$ cat src/rtl/bootsec_pkg.sv
package bootsec_pkg;

    localparam int WADDR_W = 20;
    localparam int BADDR_W = WADDR_W + 1;
    localparam int NSECT   = 11;
    localparam int SECT_W  = $clog2(NSECT);
    localparam int SEL_LO  = 12;
    localparam int SEL_W   = WADDR_W - SEL_LO;
    localparam int RGN_W   = 3;
    localparam int FINE_W  = SEL_W - RGN_W;
    localparam int DATA_W  = 16;
    localparam int OFS_W   = 8;

    typedef enum logic {
        LAYOUT_BOTTOM = 1'b0,
        LAYOUT_TOP    = 1'b1
    } layout_e;

    typedef enum logic [1:0] {
        ASEL_MANUF,
        ASEL_DEVICE,
        ASEL_PROT,
        ASEL_NONE
    } asel_kind_e;

    typedef logic [SECT_W-1:0]  sect_t;
    typedef logic [WADDR_W-1:0] waddr_t;
    typedef logic [DATA_W-1:0]  data_t;

    typedef struct packed {
        logic       active;
        logic       byte_mode;
        asel_kind_e kind;
    } asel_req_t;

    localparam logic [7:0] MANUF_CODE = 8'h04;
    localparam data_t      DEV_TOP    = 16'h2227;
    localparam data_t      DEV_BOT    = 16'h2245;

    // Word address seen by the sector decoder for either bus view.
    function automatic waddr_t word_addr(input logic [BADDR_W-1:0] a, input logic byte_mode);
        return byte_mode ? a[BADDR_W-1:1] : a[WADDR_W-1:0];
    endfunction

    // Byte offsets are the word offsets shifted left by one.
    function automatic asel_kind_e asel_kind(input logic [OFS_W-1:0] ofs, input logic byte_mode);
        logic [OFS_W-1:0] idx;
        if (byte_mode && ofs[0]) return ASEL_NONE;
        idx = byte_mode ? (ofs >> 1) : ofs;
        case (idx)
            8'd0:    return ASEL_MANUF;
            8'd1:    return ASEL_DEVICE;
            8'd2:    return ASEL_PROT;
            default: return ASEL_NONE;
        endcase
    endfunction

    function automatic data_t device_code(input layout_e layout, input logic byte_mode);
        data_t code;
        code = (layout == LAYOUT_TOP) ? DEV_TOP : DEV_BOT;
        return byte_mode ? {8'h00, code[7:0]} : code;
    endfunction

endpackage

$ cat src/rtl/bootsec_sector_map.sv
module bootsec_sector_map
    import bootsec_pkg::*;
#(
    parameter layout_e LAYOUT = LAYOUT_BOTTOM
) (
    input  waddr_t waddr_i,
    output sect_t  sect_o
);

    logic [SEL_W-1:0]  sel;
    logic [RGN_W-1:0]  region;
    logic [FINE_W-1:0] fine;

    assign sel    = waddr_i[WADDR_W-1:SEL_LO];
    assign region = sel[SEL_W-1:FINE_W];
    assign fine   = sel[FINE_W-1:0];

    generate
        if (LAYOUT == LAYOUT_BOTTOM) begin : g_bottom
            // Small sectors live in region 0; big regions follow from 4.
            always_comb begin
                if (region != '0)           sect_o = sect_t'(region) + sect_t'(3);
                else if (fine <= 5'd1)      sect_o = sect_t'(0);
                else if (fine == 5'd2)      sect_o = sect_t'(1);
                else if (fine == 5'd3)      sect_o = sect_t'(2);
                else                        sect_o = sect_t'(3);
            end
        end else begin : g_top
            // Small sectors live at the end of the last region.
            always_comb begin
                if (region != '1)           sect_o = sect_t'(region);
                else if (fine <= 5'd27)     sect_o = sect_t'(7);
                else if (fine == 5'd28)     sect_o = sect_t'(8);
                else if (fine == 5'd29)     sect_o = sect_t'(9);
                else                        sect_o = sect_t'(10);
            end
        end
    endgenerate

endmodule

$ cat src/rtl/bootsec_prot_bank.sv
module bootsec_prot_bank
    import bootsec_pkg::*;
(
    input  logic  clk_i,
    input  logic  rst_i,
    input  sect_t sect_i,
    input  logic  set_i,
    input  logic  clr_i,
    input  logic  tmp_unprot_i,
    output logic  prot_hit_o,
    output logic  write_ok_o
);

    localparam int NPAD = 1 << SECT_W;

    logic [NSECT-1:0] prot_q;
    logic [NSECT-1:0] prot_d;
    logic [NPAD-1:0]  prot_pad;

    always_comb begin
        prot_d = prot_q;
        for (int s = 0; s < NSECT; s++) begin
            if (sect_i == sect_t'(s)) begin
                if (set_i)      prot_d[s] = 1'b1;
                else if (clr_i) prot_d[s] = 1'b0;
            end
        end
    end

    always_ff @(posedge clk_i) begin
        if (rst_i) prot_q <= '0;
        else       prot_q <= prot_d;
    end

    assign prot_pad   = NPAD'(prot_q);
    assign prot_hit_o = prot_pad[sect_i];
    assign write_ok_o = tmp_unprot_i | ~prot_hit_o;

    // nothing protected right after reset
    a_r4_reset_unprotected: assert property (@(posedge clk_i) disable iff (rst_i)
        $past(rst_i) |-> (prot_q == '0));

    // a set on a held sector blocks writes next cycle without override
    a_r5_set_blocks: assert property (@(posedge clk_i) disable iff (rst_i)
        ($past(set_i && !rst_i) && $stable(sect_i) && !tmp_unprot_i) |-> !write_ok_o);

    // a lone clear frees the held sector next cycle
    a_r5_clear_frees: assert property (@(posedge clk_i) disable iff (rst_i)
        ($past(clr_i && !set_i && !rst_i) && $stable(sect_i)) |-> write_ok_o);

    // override always allows the write
    a_r6_tmp_override: assert property (@(posedge clk_i) disable iff (rst_i)
        tmp_unprot_i |-> write_ok_o);

endmodule

$ cat src/rtl/bootsec_asel_read.sv
module bootsec_asel_read
    import bootsec_pkg::*;
#(
    parameter layout_e LAYOUT = LAYOUT_BOTTOM
) (
    input  logic             clk_i,
    input  logic             rst_i,
    input  logic             active_i,
    input  logic             byte_mode_i,
    input  logic [OFS_W-1:0] ofs_i,
    input  logic             sect_prot_i,
    output data_t            data_o
);

    asel_req_t req;
    data_t     data_d;
    data_t     data_q;

    always_comb begin
        req.active    = active_i;
        req.byte_mode = byte_mode_i;
        req.kind      = asel_kind(ofs_i, byte_mode_i);
    end

    always_comb begin
        data_d = '0;
        if (req.active) begin
            case (req.kind)
                ASEL_MANUF:  data_d = {8'h00, MANUF_CODE};
                ASEL_DEVICE: data_d = device_code(LAYOUT, req.byte_mode);
                ASEL_PROT:   data_d = {{(DATA_W-1){1'b0}}, sect_prot_i};
                default:     data_d = '0;
            endcase
        end
    end

    always_ff @(posedge clk_i) begin
        if (rst_i) data_q <= '0;
        else       data_q <= data_d;
    end

    assign data_o = data_q;

    // idle autoselect gives zero one cycle later
    a_r7_idle_zero: assert property (@(posedge clk_i) disable iff (rst_i)
        !active_i |=> (data_o == '0));

    // manufacturer code at offset zero
    a_r8_manuf_code: assert property (@(posedge clk_i) disable iff (rst_i)
        (active_i && ofs_i == '0) |=> (data_o == 16'h0004));

    // status of a protected sector reads as one
    a_r10_status_set: assert property (@(posedge clk_i) disable iff (rst_i)
        (active_i && sect_prot_i && ofs_i == (byte_mode_i ? 8'h04 : 8'h02)) |=> (data_o == 16'h0001));

    // byte view never drives the upper byte
    a_r11_byte_upper: assert property (@(posedge clk_i) disable iff (rst_i)
        byte_mode_i |=> (data_o[DATA_W-1:8] == '0));

endmodule

$ cat src/rtl/bootsec_responder.sv
module bootsec_responder
    import bootsec_pkg::*;
#(
    parameter layout_e LAYOUT = LAYOUT_BOTTOM
) (
    input  logic               clk_i,
    input  logic               rst_i,
    input  logic [BADDR_W-1:0] addr_i,
    input  logic               byte_mode_i,
    input  logic               asel_active_i,
    input  logic               tmp_unprot_i,
    input  logic               prot_set_i,
    input  logic               prot_clr_i,
    output logic [SECT_W-1:0]  sector_o,
    output logic               write_ok_o,
    output logic [DATA_W-1:0]  asel_data_o
);

    waddr_t waddr;
    sect_t  sect;
    logic   prot_hit;

    assign waddr = word_addr(addr_i, byte_mode_i);

    bootsec_sector_map #(.LAYOUT(LAYOUT)) u_map (
        .waddr_i (waddr),
        .sect_o  (sect)
    );

    bootsec_prot_bank u_prot (
        .clk_i        (clk_i),
        .rst_i        (rst_i),
        .sect_i       (sect),
        .set_i        (prot_set_i),
        .clr_i        (prot_clr_i),
        .tmp_unprot_i (tmp_unprot_i),
        .prot_hit_o   (prot_hit),
        .write_ok_o   (write_ok_o)
    );

    bootsec_asel_read #(.LAYOUT(LAYOUT)) u_asel (
        .clk_i       (clk_i),
        .rst_i       (rst_i),
        .active_i    (asel_active_i),
        .byte_mode_i (byte_mode_i),
        .ofs_i       (addr_i[OFS_W-1:0]),
        .sect_prot_i (prot_hit),
        .data_o      (asel_data_o)
    );

    assign sector_o = sect;

    // decoded index always names a real sector
    a_r1_sector_range: assert property (@(posedge clk_i) disable iff (rst_i)
        sector_o < SECT_W'(NSECT));

endmodule

$ cat config.mk
export PLATFORM = sky130hd
export DESIGN_NAME = bootsec_responder
export DESIGN_NICKNAME = d
export VERILOG_FILES = /design/src/rtl/bootsec_pkg.sv /design/src/rtl/bootsec_sector_map.sv /design/src/rtl/bootsec_prot_bank.sv /design/src/rtl/bootsec_asel_read.sv /design/src/rtl/bootsec_responder.sv
export SDC_FILE = /design/constraint.sdc
export NUM_CORES = 1
export LEC_CHECK = 0
export BUFFER_PORTS_ARGS = -buffer_cell sky130_fd_sc_hd__buf_2
export CORE_ASPECT_RATIO = 1.75
export CORE_MARGIN = 5
export CORE_UTILIZATION = 47
export DETAILED_ROUTE_END_ITERATION = 16
export PLACE_DENSITY_LB_ADDON = 0.3
export RECOVER_POWER = 25
export SYNTH_ARGS = -nofsm -noshare
export SYNTH_HDL_FRONTEND = slang
export SYNTH_SLANG_ARGS = --single-unit
$ cat constraint.sdc
create_clock -name clk_i -period 4.1 [get_ports clk_i]
set_input_delay 0.82 -clock clk_i [delete_from_list [all_inputs] [get_ports clk_i]]
set_output_delay 0.82 -clock clk_i [all_outputs]
set_load 0.01 [all_outputs]
==> flow_summary.yaml <==
synth:
  synth_edf_count: 0
  synth_fa_ha_area_share_pct: 2.22
  synthSimpleGateAreaFrac_pct: 21.9
  synth.avg_cell_area_um2: 8.04
  synth.area.mux_share_pct: 17.1
  synth_xor_area_share_pct: 0.778
  async_flop_share_pct: 0
  yosysSeqAreaShare_pct: 26.7
  ys_ff_latch: 15
  synth_area_mm2: 0.00113
  syn_inst: 140
  synth_compound_area_share_pct: 15.7
  synth_warnings: 0
  ys.flop_type: "dfxtp_1"
  synth.distinct_cells: 38
  synth_top_family_by_area: "simple AND/OR/NAND/NOR gates"
sta:
  slew_viol_final: 0
  fin_crit_ps: 3750
  finalSetupViolations: 0
  fin_crit_sh_pct: 91.6
  rsz0062_at_grt: "no"
  fmax_ghz: 0.266
  skew_ps: 3.93
  worst-slew-pin-transition_ps: 525
  finalHoldViolCount: 0
  finalSetupTns_ps: 0
  relSlewSlack_pct: 64.7
  holdWs_ps: 495
clocking:
  clk_pin_slew_worst_paths_ps: 50
  cts_resized: 0
  insertion_delay_ps: 240
  cts_root_buf: "clkbuf_8"
  ctsHtreeMaxLevel: 1
  clock_sink_count: 15
  postCtsHoldBufs: 0
  cts_made_buffers: 3
  post_cts_buffers: 0
  clock_path_buffers: 2
  cts_tree: "built"
final_layout:
  final_cell_mix: "27 x buf_2, 17 x mux2i_1, 17 x nor2_1, 15 x dfxtp_1, 11 x conb_1"
  final_nets: 203
  seqCellArea_um2: 300
  layout-drive-gt1-share_pct: 23.3
  finalNonFillerCells: 197
  stdcell_area_mm2: 0.00129
  final_common_cell: "buf_2"
  diodes: 0
  fillers: 238
  syn_to_final_growth_pct: 14.2
  multi_input_area_um2: 691
setup_path:
  crit_type: "in -> out"
  startpoint_type: "input port"
  crit_fanout: 10
  endpoint_kind: "output port"
  worstPathRequired_ps: 3280
  crit_arrival_ps: 2930
placed_design:
  place_area_mm2: 0.00125
  dp.cells: 193
  port_buffers: 33
  dp_hpwl_um: 2120
  gp_congestion: 0.788
floorplan:
  die_h_um: 74.8
  start_util_pct: 48.9
  dieArea_mm2: 0.00351
  row_count: 23
  core_mm2: 0.00230
  io_pins: 49
  die_width_um: 47
global_route:
  grt_pass1_vias: 995
  grt_overflow: 0
  grt_pass1_wl_um: 3950
  grt_antenna_before_repair: 0
  grt_usage_pct: 15.0
  grt_max_degree: 13
detailed_routing:
  route.detailed.drc: 0
  routedWlPerCell_um: 12.6
  wl_um: 2490
  ant_nets: 0
  vias_per_cell: 5.27
  vias: 1038
  initialDrtViolationCount: 15
  firstDrtPassIters: 2
pwr:
  p_leak_nw: 0.593
  ir_worst_vdd_uv: 211
  power_density_mw_per_mm2: 292
outcome:
  status: "finished, final reports clean"
hold_path:
  hold_path_class: "reg -> reg"
flow_run:
  drv_cap: 0
[through the flow]
stage                     setup slack [ps]  util (%)  power, mW
final                                  346      55.9      0.376
after global routing                   200      55.9      0.401
after CTS                              362      56.2      0.380
after detailed placement               368      54.2      0.266
after global placement                 432      54.2      0.263
after floorplan                        420         -      0.242
[state kept, by name, indices dropped and copies added (netlist names)]
signal	count
u_prot.prot_q	11
u_asel.data_o	4
[area by class of cell]
cell class	instances	area share, %
timing repair buffer	36	14.0
clock buffer	3	3.21
sequential	15	23.3
inverter	10	2.92
multi-input combinational	107	53.7
clock inverter	1	0.389
tap	25	2.43
[synth_stat cells (3+ instances only)]
| library cell | instances | area, um2 |
|---|---|---|
| mux2i_1 | 17 | 170 |
| nor2_1 | 17 | 63.8 |
| dfxtp_1 | 15 | 300 |
| buf_4 | 12 | 90.1 |
| nand2_1 | 9 | 33.8 |
| inv_1 | 8 | 30.0 |
| nor3_1 | 8 | 40.0 |
| nand3_1 | 6 | 30.0 |
| a211oi_1 | 4 | 30.0 |
| a21oi_1 | 4 | 20.0 |
| buf_6 | 3 | 33.8 |
| clkbuf_1 | 3 | 11.3 |
| o21ai_0 | 3 | 15.0 |
[per-layer routing]
| metal | GRT usage [%] | share of wire [%] |
|---|---|---|
| met5 | 0 | 0 |
| met4 | 5.54 | 0.76 |
| met3 | 2.15 | 8.3 |
| met2 | 29.7 | 56 |
| met1 | 14.5 | 35 |
[worst paths after layout]
kind	from	endpoint	slack, ps	cells after the start
setup / recovery	byte_mode_i	write_ok_o	350	10
hold reg to reg	u_prot.prot_q[10]	u_prot.prot_q[10]	500	2
hold / removal	u_prot.prot_q[10]	u_prot.prot_q[10]	500	2
setup reg to reg	u_prot.prot_q[3]	u_asel.data_o[0]	2840	5
[worst max-delay path, stage by stage]
cell	delay [ps]
buf_2	170
mux2i_1	310
ha_1	280
a21boi_1	150
a21o_1	240
inv_2	180
mux2i_1	220
o32ai_1	110
o31ai_1	270
buf_2	180
[report_power, final]
part	internal, mW	switching, mW
sequential	0.150	0.00193
combinational	0.0440	0.0680
clock	0.0670	0.0453
total	0.261	0.115
[kinds of logic (layout without fill, tap and decap cells)]
family,Yosys count,after routing
compound gates,24,24
buf+inv,28,50
other cells,1,11
flops,15,15
mux,18,18
simple gates,51,51
fa+ha+maj,2,2
xor+xnor,1,1
Power figures use the tool's default switching activity.
